[src/rtl/regfree_pkg.sv]
package regfree_pkg;

    // Destination chosen for an index on the shared release port
    typedef enum logic [1:0] {
        DEST_NONE = 2'd0,
        DEST_INT  = 2'd1,
        DEST_FP   = 2'd2
    } rel_dest_e;

endpackage

[src/rtl/regfree_release_router.sv]
module regfree_release_router
    import regfree_pkg::*;
#(
    parameter int IDX_W          = 5,
    parameter int NUM_INT        = 16,
    parameter int NUM_FP         = 12,
    parameter int ZERO_REG       = 0,
    parameter bit FP_ZERO_FILTER = 1'b1
) (
    input  logic             rel_vld,
    input  logic [IDX_W-1:0] rel_idx,
    output rel_dest_e        dest
);

    localparam int EXT_W = IDX_W + 1;
    localparam logic [EXT_W-1:0] INT_LIMIT = EXT_W'(NUM_INT);
    localparam logic [EXT_W-1:0] ALL_LIMIT = EXT_W'(NUM_INT + NUM_FP);
    localparam logic [EXT_W-1:0] INT_ZERO  = EXT_W'(ZERO_REG);
    localparam logic [EXT_W-1:0] FP_ZERO   = EXT_W'(ZERO_REG + NUM_INT);

    logic [EXT_W-1:0] idx_ext;
    logic             below_int;
    logic             below_all;

    always_comb begin
        idx_ext   = {1'b0, rel_idx};
        below_int = idx_ext < INT_LIMIT;
        below_all = idx_ext < ALL_LIMIT;
        dest      = DEST_NONE;
        if (rel_vld) begin
            if (below_int) begin
                if (idx_ext != INT_ZERO) begin
                    dest = DEST_INT;
                end
            end else if (below_all) begin
                if (!(FP_ZERO_FILTER && (idx_ext == FP_ZERO))) begin
                    dest = DEST_FP;
                end
            end
        end
    end

endmodule

[src/rtl/regfree_pool.sv]
module regfree_pool #(
    parameter int DEPTH     = 16,
    parameter int IDX_W     = 5,
    parameter int PRELOAD   = 8,
    parameter int FIRST_IDX = 8
) (
    input  logic                       clk,
    input  logic                       rst_n,
    input  logic                       pop_req,
    output logic [IDX_W-1:0]           head_idx,
    output logic                       empty,
    output logic [$clog2(DEPTH+1)-1:0] count,
    input  logic                       push0_vld,
    input  logic [IDX_W-1:0]           push0_idx,
    input  logic                       push1_vld,
    input  logic [IDX_W-1:0]           push1_idx,
    output logic                       under_err,
    output logic                       over_err
);

    localparam int PTR_W = (DEPTH > 1) ? $clog2(DEPTH) : 1;
    localparam int CNT_W = $clog2(DEPTH + 1);
    localparam int ROOM_W = CNT_W + 1;

    typedef struct packed {
        logic [DEPTH-1:0][IDX_W-1:0] slots;
        logic [PTR_W-1:0]            rd;
        logic [PTR_W-1:0]            wr;
        logic [CNT_W-1:0]            cnt;
        logic                        under;
        logic                        over;
    } pool_st_t;

    pool_st_t st_d, st_q;

    function automatic logic [PTR_W-1:0] bump(input logic [PTR_W-1:0] p);
        return (p == PTR_W'(DEPTH - 1)) ? '0 : p + 1'b1;
    endfunction

    function automatic pool_st_t reset_state();
        pool_st_t r;
        for (int i = 0; i < DEPTH; i++) begin
            r.slots[i] = (i < PRELOAD) ? IDX_W'(FIRST_IDX + i) : '0;
        end
        r.rd    = '0;
        r.wr    = PTR_W'(PRELOAD % DEPTH);
        r.cnt   = CNT_W'(PRELOAD);
        r.under = 1'b0;
        r.over  = 1'b0;
        return r;
    endfunction

    logic              do_pop;
    logic              acc0, acc1;
    logic [ROOM_W-1:0] room;
    logic [ROOM_W-1:0] need1;
    logic [PTR_W-1:0]  wp;

    always_comb begin
        st_d   = st_q;
        do_pop = pop_req && (st_q.cnt != '0);
        room   = ROOM_W'(DEPTH) - {1'b0, st_q.cnt} + ROOM_W'(do_pop);
        acc0   = push0_vld && (room != '0);
        need1  = acc0 ? ROOM_W'(2) : ROOM_W'(1);
        acc1   = push1_vld && (room >= need1);

        st_d.under = pop_req && (st_q.cnt == '0);
        st_d.over  = (push0_vld && !acc0) || (push1_vld && !acc1);

        if (do_pop) begin
            st_d.rd = bump(st_q.rd);
        end

        wp = st_q.wr;
        if (acc0) begin
            st_d.slots[wp] = push0_idx;
            wp = bump(wp);
        end
        if (acc1) begin
            st_d.slots[wp] = push1_idx;
            wp = bump(wp);
        end
        st_d.wr  = wp;
        st_d.cnt = st_q.cnt + CNT_W'(acc0) + CNT_W'(acc1) - CNT_W'(do_pop);
    end

    always_ff @(posedge clk) begin
        if (!rst_n) begin
            st_q <= reset_state();
        end else begin
            st_q <= st_d;
        end
    end

    assign head_idx  = st_q.slots[st_q.rd];
    assign empty     = (st_q.cnt == '0);
    assign count     = st_q.cnt;
    assign under_err = st_q.under;
    assign over_err  = st_q.over;

endmodule

[src/rtl/regfree_dual_pool.sv]
module regfree_dual_pool
    import regfree_pkg::*;
#(
    parameter int NUM_INT        = 16,
    parameter int NUM_FP         = 12,
    parameter int NUM_LOG_INT    = 8,
    parameter int NUM_LOG_FP     = 8,
    parameter int ZERO_REG       = 0,
    parameter bit FP_ZERO_FILTER = 1'b1,
    parameter int IDX_W          = $clog2(NUM_INT + NUM_FP),
    parameter int INT_CNT_W      = $clog2(NUM_INT + 1),
    parameter int FP_CNT_W       = $clog2(NUM_FP + 1)
) (
    input  logic                 clk,
    input  logic                 rst_n,
    input  logic                 int_alloc_valid,
    output logic                 int_alloc_ready,
    output logic [IDX_W-1:0]     int_alloc_idx,
    input  logic                 fp_alloc_valid,
    output logic                 fp_alloc_ready,
    output logic [IDX_W-1:0]     fp_alloc_idx,
    input  logic                 rel_valid,
    input  logic [IDX_W-1:0]     rel_idx,
    input  logic                 int_rel_valid,
    input  logic [IDX_W-1:0]     int_rel_idx,
    input  logic                 fp_rel_valid,
    input  logic [IDX_W-1:0]     fp_rel_idx,
    output logic                 int_empty,
    output logic [INT_CNT_W-1:0] int_free_cnt,
    output logic                 fp_empty,
    output logic [FP_CNT_W-1:0]  fp_free_cnt,
    output logic                 int_alloc_err,
    output logic                 fp_alloc_err,
    output logic                 int_ovf_err,
    output logic                 fp_ovf_err
);

    rel_dest_e rel_dest;

    regfree_release_router #(
        .IDX_W          (IDX_W),
        .NUM_INT        (NUM_INT),
        .NUM_FP         (NUM_FP),
        .ZERO_REG       (ZERO_REG),
        .FP_ZERO_FILTER (FP_ZERO_FILTER)
    ) router_i (
        .rel_vld (rel_valid),
        .rel_idx (rel_idx),
        .dest    (rel_dest)
    );

    regfree_pool #(
        .DEPTH     (NUM_INT),
        .IDX_W     (IDX_W),
        .PRELOAD   (NUM_INT - NUM_LOG_INT),
        .FIRST_IDX (NUM_LOG_INT)
    ) int_pool_i (
        .clk       (clk),
        .rst_n     (rst_n),
        .pop_req   (int_alloc_valid),
        .head_idx  (int_alloc_idx),
        .empty     (int_empty),
        .count     (int_free_cnt),
        .push0_vld (rel_dest == DEST_INT),
        .push0_idx (rel_idx),
        .push1_vld (int_rel_valid),
        .push1_idx (int_rel_idx),
        .under_err (int_alloc_err),
        .over_err  (int_ovf_err)
    );

    regfree_pool #(
        .DEPTH     (NUM_FP),
        .IDX_W     (IDX_W),
        .PRELOAD   (NUM_FP - NUM_LOG_FP),
        .FIRST_IDX (NUM_INT + NUM_LOG_FP)
    ) fp_pool_i (
        .clk       (clk),
        .rst_n     (rst_n),
        .pop_req   (fp_alloc_valid),
        .head_idx  (fp_alloc_idx),
        .empty     (fp_empty),
        .count     (fp_free_cnt),
        .push0_vld (rel_dest == DEST_FP),
        .push0_idx (rel_idx),
        .push1_vld (fp_rel_valid),
        .push1_idx (fp_rel_idx),
        .under_err (fp_alloc_err),
        .over_err  (fp_ovf_err)
    );

    assign int_alloc_ready = !int_empty;
    assign fp_alloc_ready  = !fp_empty;

endmodule

[config.mk]
export PLATFORM = sky130hd
export DESIGN_NAME = regfree_dual_pool
export DESIGN_NICKNAME = d
export VERILOG_FILES = /design/src/rtl/regfree_pkg.sv /design/src/rtl/regfree_release_router.sv /design/src/rtl/regfree_pool.sv /design/src/rtl/regfree_dual_pool.sv
export SDC_FILE = /design/constraint.sdc
export NUM_CORES = 1
export LEC_CHECK = 0
export ABC_AREA = 0
export BUFFER_PORTS_ARGS = -buffer_cell sky130_fd_sc_hd__buf_2
export CORE_ASPECT_RATIO = 2
export CORE_MARGIN = 4
export CORE_UTILIZATION = 35
export CTS_CLUSTER_DIAMETER = 50
export DETAILED_ROUTE_END_ITERATION = 6
export SLEW_MARGIN = 20
export SYNTH_ARGS = -nofsm -noshare
export SYNTH_HDL_FRONTEND = slang
export SYNTH_SLANG_ARGS = --single-unit
[constraint.sdc]
create_clock -name clk -period 6 [get_ports clk]
set_input_delay 0.6 -clock clk [delete_from_list [all_inputs] [get_ports clk]]
set_output_delay 0.6 -clock clk [all_outputs]
set_load 0.03 [all_outputs]
==> impl_metrics.yaml <==
setup_path:
  crit_type: "flip-flop to flip-flop"
  cp-end-kind: "flip-flop"
  required_ns: 6.31
  crit_arrival_ns: 5.68
  crit_fanout: 23
  start_kind: "flip-flop"
sta:
  min_period_over_period_pct: 89.57
  skew_ns: 0.008896
  setup_viol: 0
  worst_slack_ns: 0.6257
  rsz0062_at_grt: "no"
  slew_violations: 0
  tightest_slew_ns: 1.040
  hold_slack_ns: 0.3874
  max_slew_margin_pct: 30.14
  max_freq_ghz: 0.1861
  tns_ns: 0
  period_needed_ns: 5.374
  final_hold_viol_count: 0
placed_design:
  place.gp.congestion: 0.9037
  port_buffers: 48
  dpl.hpwl_um: 21680
  post-place-ws_ns: 0.6520
pwr:
  peakVddDrop_v: 0.0002537
  p_per_area_nw_per_um2: 355.5
  leakage_nw: 4.927
  fin_total_pwr_mw: 4.043
detailed_routing:
  vias_per_cell: 5.479
  antenna_left: 0
  routed_wl_um: 29740
  vias: 7807
  avgRoutedWirePerCell_um: 20.87
  drc_errors: 0
  drtPass1Iterations: 5
  first_iter_violations: 528
floorplanning:
  coreArea_um2: 29620
  die_w_um: 130.9
  rows: 89
  num_io_pins: 49
  dieHeight_um: 253.8
  dieArea_um2: 33230
  initial_core_util_pct: 35.70
global_routing:
  grt_pass1_vias: 7977
  grt_first_pass_wirelength_um: 45750
  grt.total_usage_pct: 18.46
  antenna_found_initial: 0
  grt-ovfl-total: 0
  grt_max_degree: 81
cells_and_area:
  drive_gt1_share_pct: 20.45
  final_cell_mix: "dfxtp_1, mux2i_1, nand2_1"
  final_common_cell: "dfxtp_1"
  diodes: 0
  synthToLayoutAreaGrowth_pct: 7.548
  layout.nets: 1114
yosys:
  synth_edf_count: 0
  ys_types: 71
  ys_seq_area_share_pct: 31.99
  synth_seq_cells: 169
  synth_area_um2: 10580
  syn_avg_cell_area_um2: 9.810
  synthCells: 1078
  yosysWarnings: 0
  async_flop_share_pct: 0
  synth_ff_type: "dfxtp_1"
  syn-num-nets: 1144
clock_network:
  cts_htree_levels: 4
  cts_tree: "done"
  cts_buffers: 17
  cts_sinks: 169
  cts.path.max_buffers: 2
  cts_setup_buffers: 0
  clockRootBuffer: "clkbuf_16"
  hold_buffers: 0
  cts_resized: 0
  clk_pin_slew_ns: 0.07
  clk_latency_ns: 0.46
run_status:
  status: "complete, no violations"
run:
  drv_cap: 0
worst_hold_path:
  hp-class: "primary input to flip-flop"
worst max-delay path, cell delays in order, from the launching register on:
cell and delay, ns:
dfxtp_1 0.33, inv_1 0.14, ha_1 0.20, or4b_2 0.62, nand2_1 0.19, ha_1 0.19, inv_1 0.05, ha_1 0.21
and2_1 0.18, o22a_1 0.23, o31a_2 0.52, inv_1 0.19, ha_1 0.24, nand2b_1 0.14, a21oi_1 0.23, a41oi_2 0.33
fa_1 0.49, inv_1 0.08, fa_1 0.19, nor2_1 0.05, nor2_1 0.08, nor2_1 0.04, nor2_1 0.11, xor2_1 0.15
nor2_1 0.05
power by group:
group | internal [mW] | switching [mW] | leakage, nW | total [mW]
combinational | 0.623 | 0.957 | 3.28 | 1.58
clock | 0.587 | 0.487 | 0.273 | 1.07
sequential | 1.26 | 0.126 | 1.37 | 1.39
stage by stage:
step	utilization (%)	instances	cell area (µm²)
4_1_cts	38.40	1425	11370
3_3_place_gp	36.50	1393	10810
2_1_floorplan	-	1078	10580
3_5_place_dp	36.50	1393	10810
6_report	38.40	1425	11370
5_1_grt	38.40	1425	11370
cell families (layout without fill, tap and decap cells):
| logic type | after synthesis | in the layout | share of synthesized area (%) |
|---|---|---|---|
| buffers and inverters | 146 | 129 | 6.354 |
| flip-flops | 169 | 169 | 31.99 |
| multiplexers | 214 | 214 | 26.29 |
| XOR/XNOR | 16 | 16 | 1.325 |
| AO/OA/AOI/OAI | 164 | 164 | 13.80 |
| AND/OR/NAND/NOR | 325 | 325 | 14.75 |
| adder cells (fa/ha/maj) | 44 | 44 | 5.490 |
synthesized netlist by cell type (8+ instances only):
cell type / number / area share, %
and3_1: 30 / 1.8
mux2_2: 30 / 3.2
and2_1: 14 / 0.83
mux4_2: 40 / 8.5
a21oi_1: 26 / 1.2
a211oi_1: 30 / 2.1
mux2i_1: 126 / 12
nor2_1: 83 / 2.9
buf_6: 8 / 0.85
buf_1: 10 / 0.35
nor3_1: 12 / 0.57
o21ai_0: 8 / 0.38
o211a_1: 40 / 3.8
buf_2: 13 / 0.62
inv_1: 38 / 1.3
nand3_1: 15 / 0.71
nor2b_1: 17 / 1.0
mux2_4: 14 / 2.0
ha_1: 40 / 4.7
nand2_1: 109 / 3.9
xnor2_1: 10 / 0.83
dfxtp_1: 169 / 32
nand3b_1: 9 / 0.64
buf_4: 12 / 0.85
clkbuf_1: 61 / 2.2
state kept, by name, indices dropped and copies added (netlist names):
name,cells
int_pool_i.count,5
int_pool_i.under_err,1
int_pool_i.over_err,1
int_pool_i.st_q,88
fp_pool_i.under_err,1
fp_pool_i.over_err,1
fp_pool_i.count,4
fp_pool_i.st_q,68
layer usage:
layer  track usage [%]  vias to the layer above  part of all wire, %
met5                 0                        -                    0
met4             11.27                        0                  5.9
met3             2.987                       69                  2.3
met2             35.83                      167                   58
met1             17.29                     3811                   34
li1                  -                     3760                    -
worst paths after layout:
path,startpoint,to,slack [ns],cells after the start
max,int_pool_i.count[3]$_SDFF_PN1_,int_pool_i.count[4]$_SDFF_PN0_,0.63,24
min,fp_alloc_valid,fp_pool_i.under_err$_SDFF_PN0_,0.39,2
max reg2reg,int_pool_i.count[3]$_SDFF_PN1_,int_pool_i.count[4]$_SDFF_PN0_,0.63,24
min reg2reg,int_pool_i.st_q[54]$_SDFF_PN0_,int_pool_i.st_q[54]$_SDFF_PN0_,0.47,2
cell type report:
class,count,area [µm²]
clock inverter,8,60.06
multi-input combinational,763,6520
tap,364,455.4
sequential,169,3383
timing repair buffer,55,292.8
fill,2976,18250
clock buffer,24,501.7
inverter,42,160.2
No activity file was read; power rests on OpenSTA's default activity.
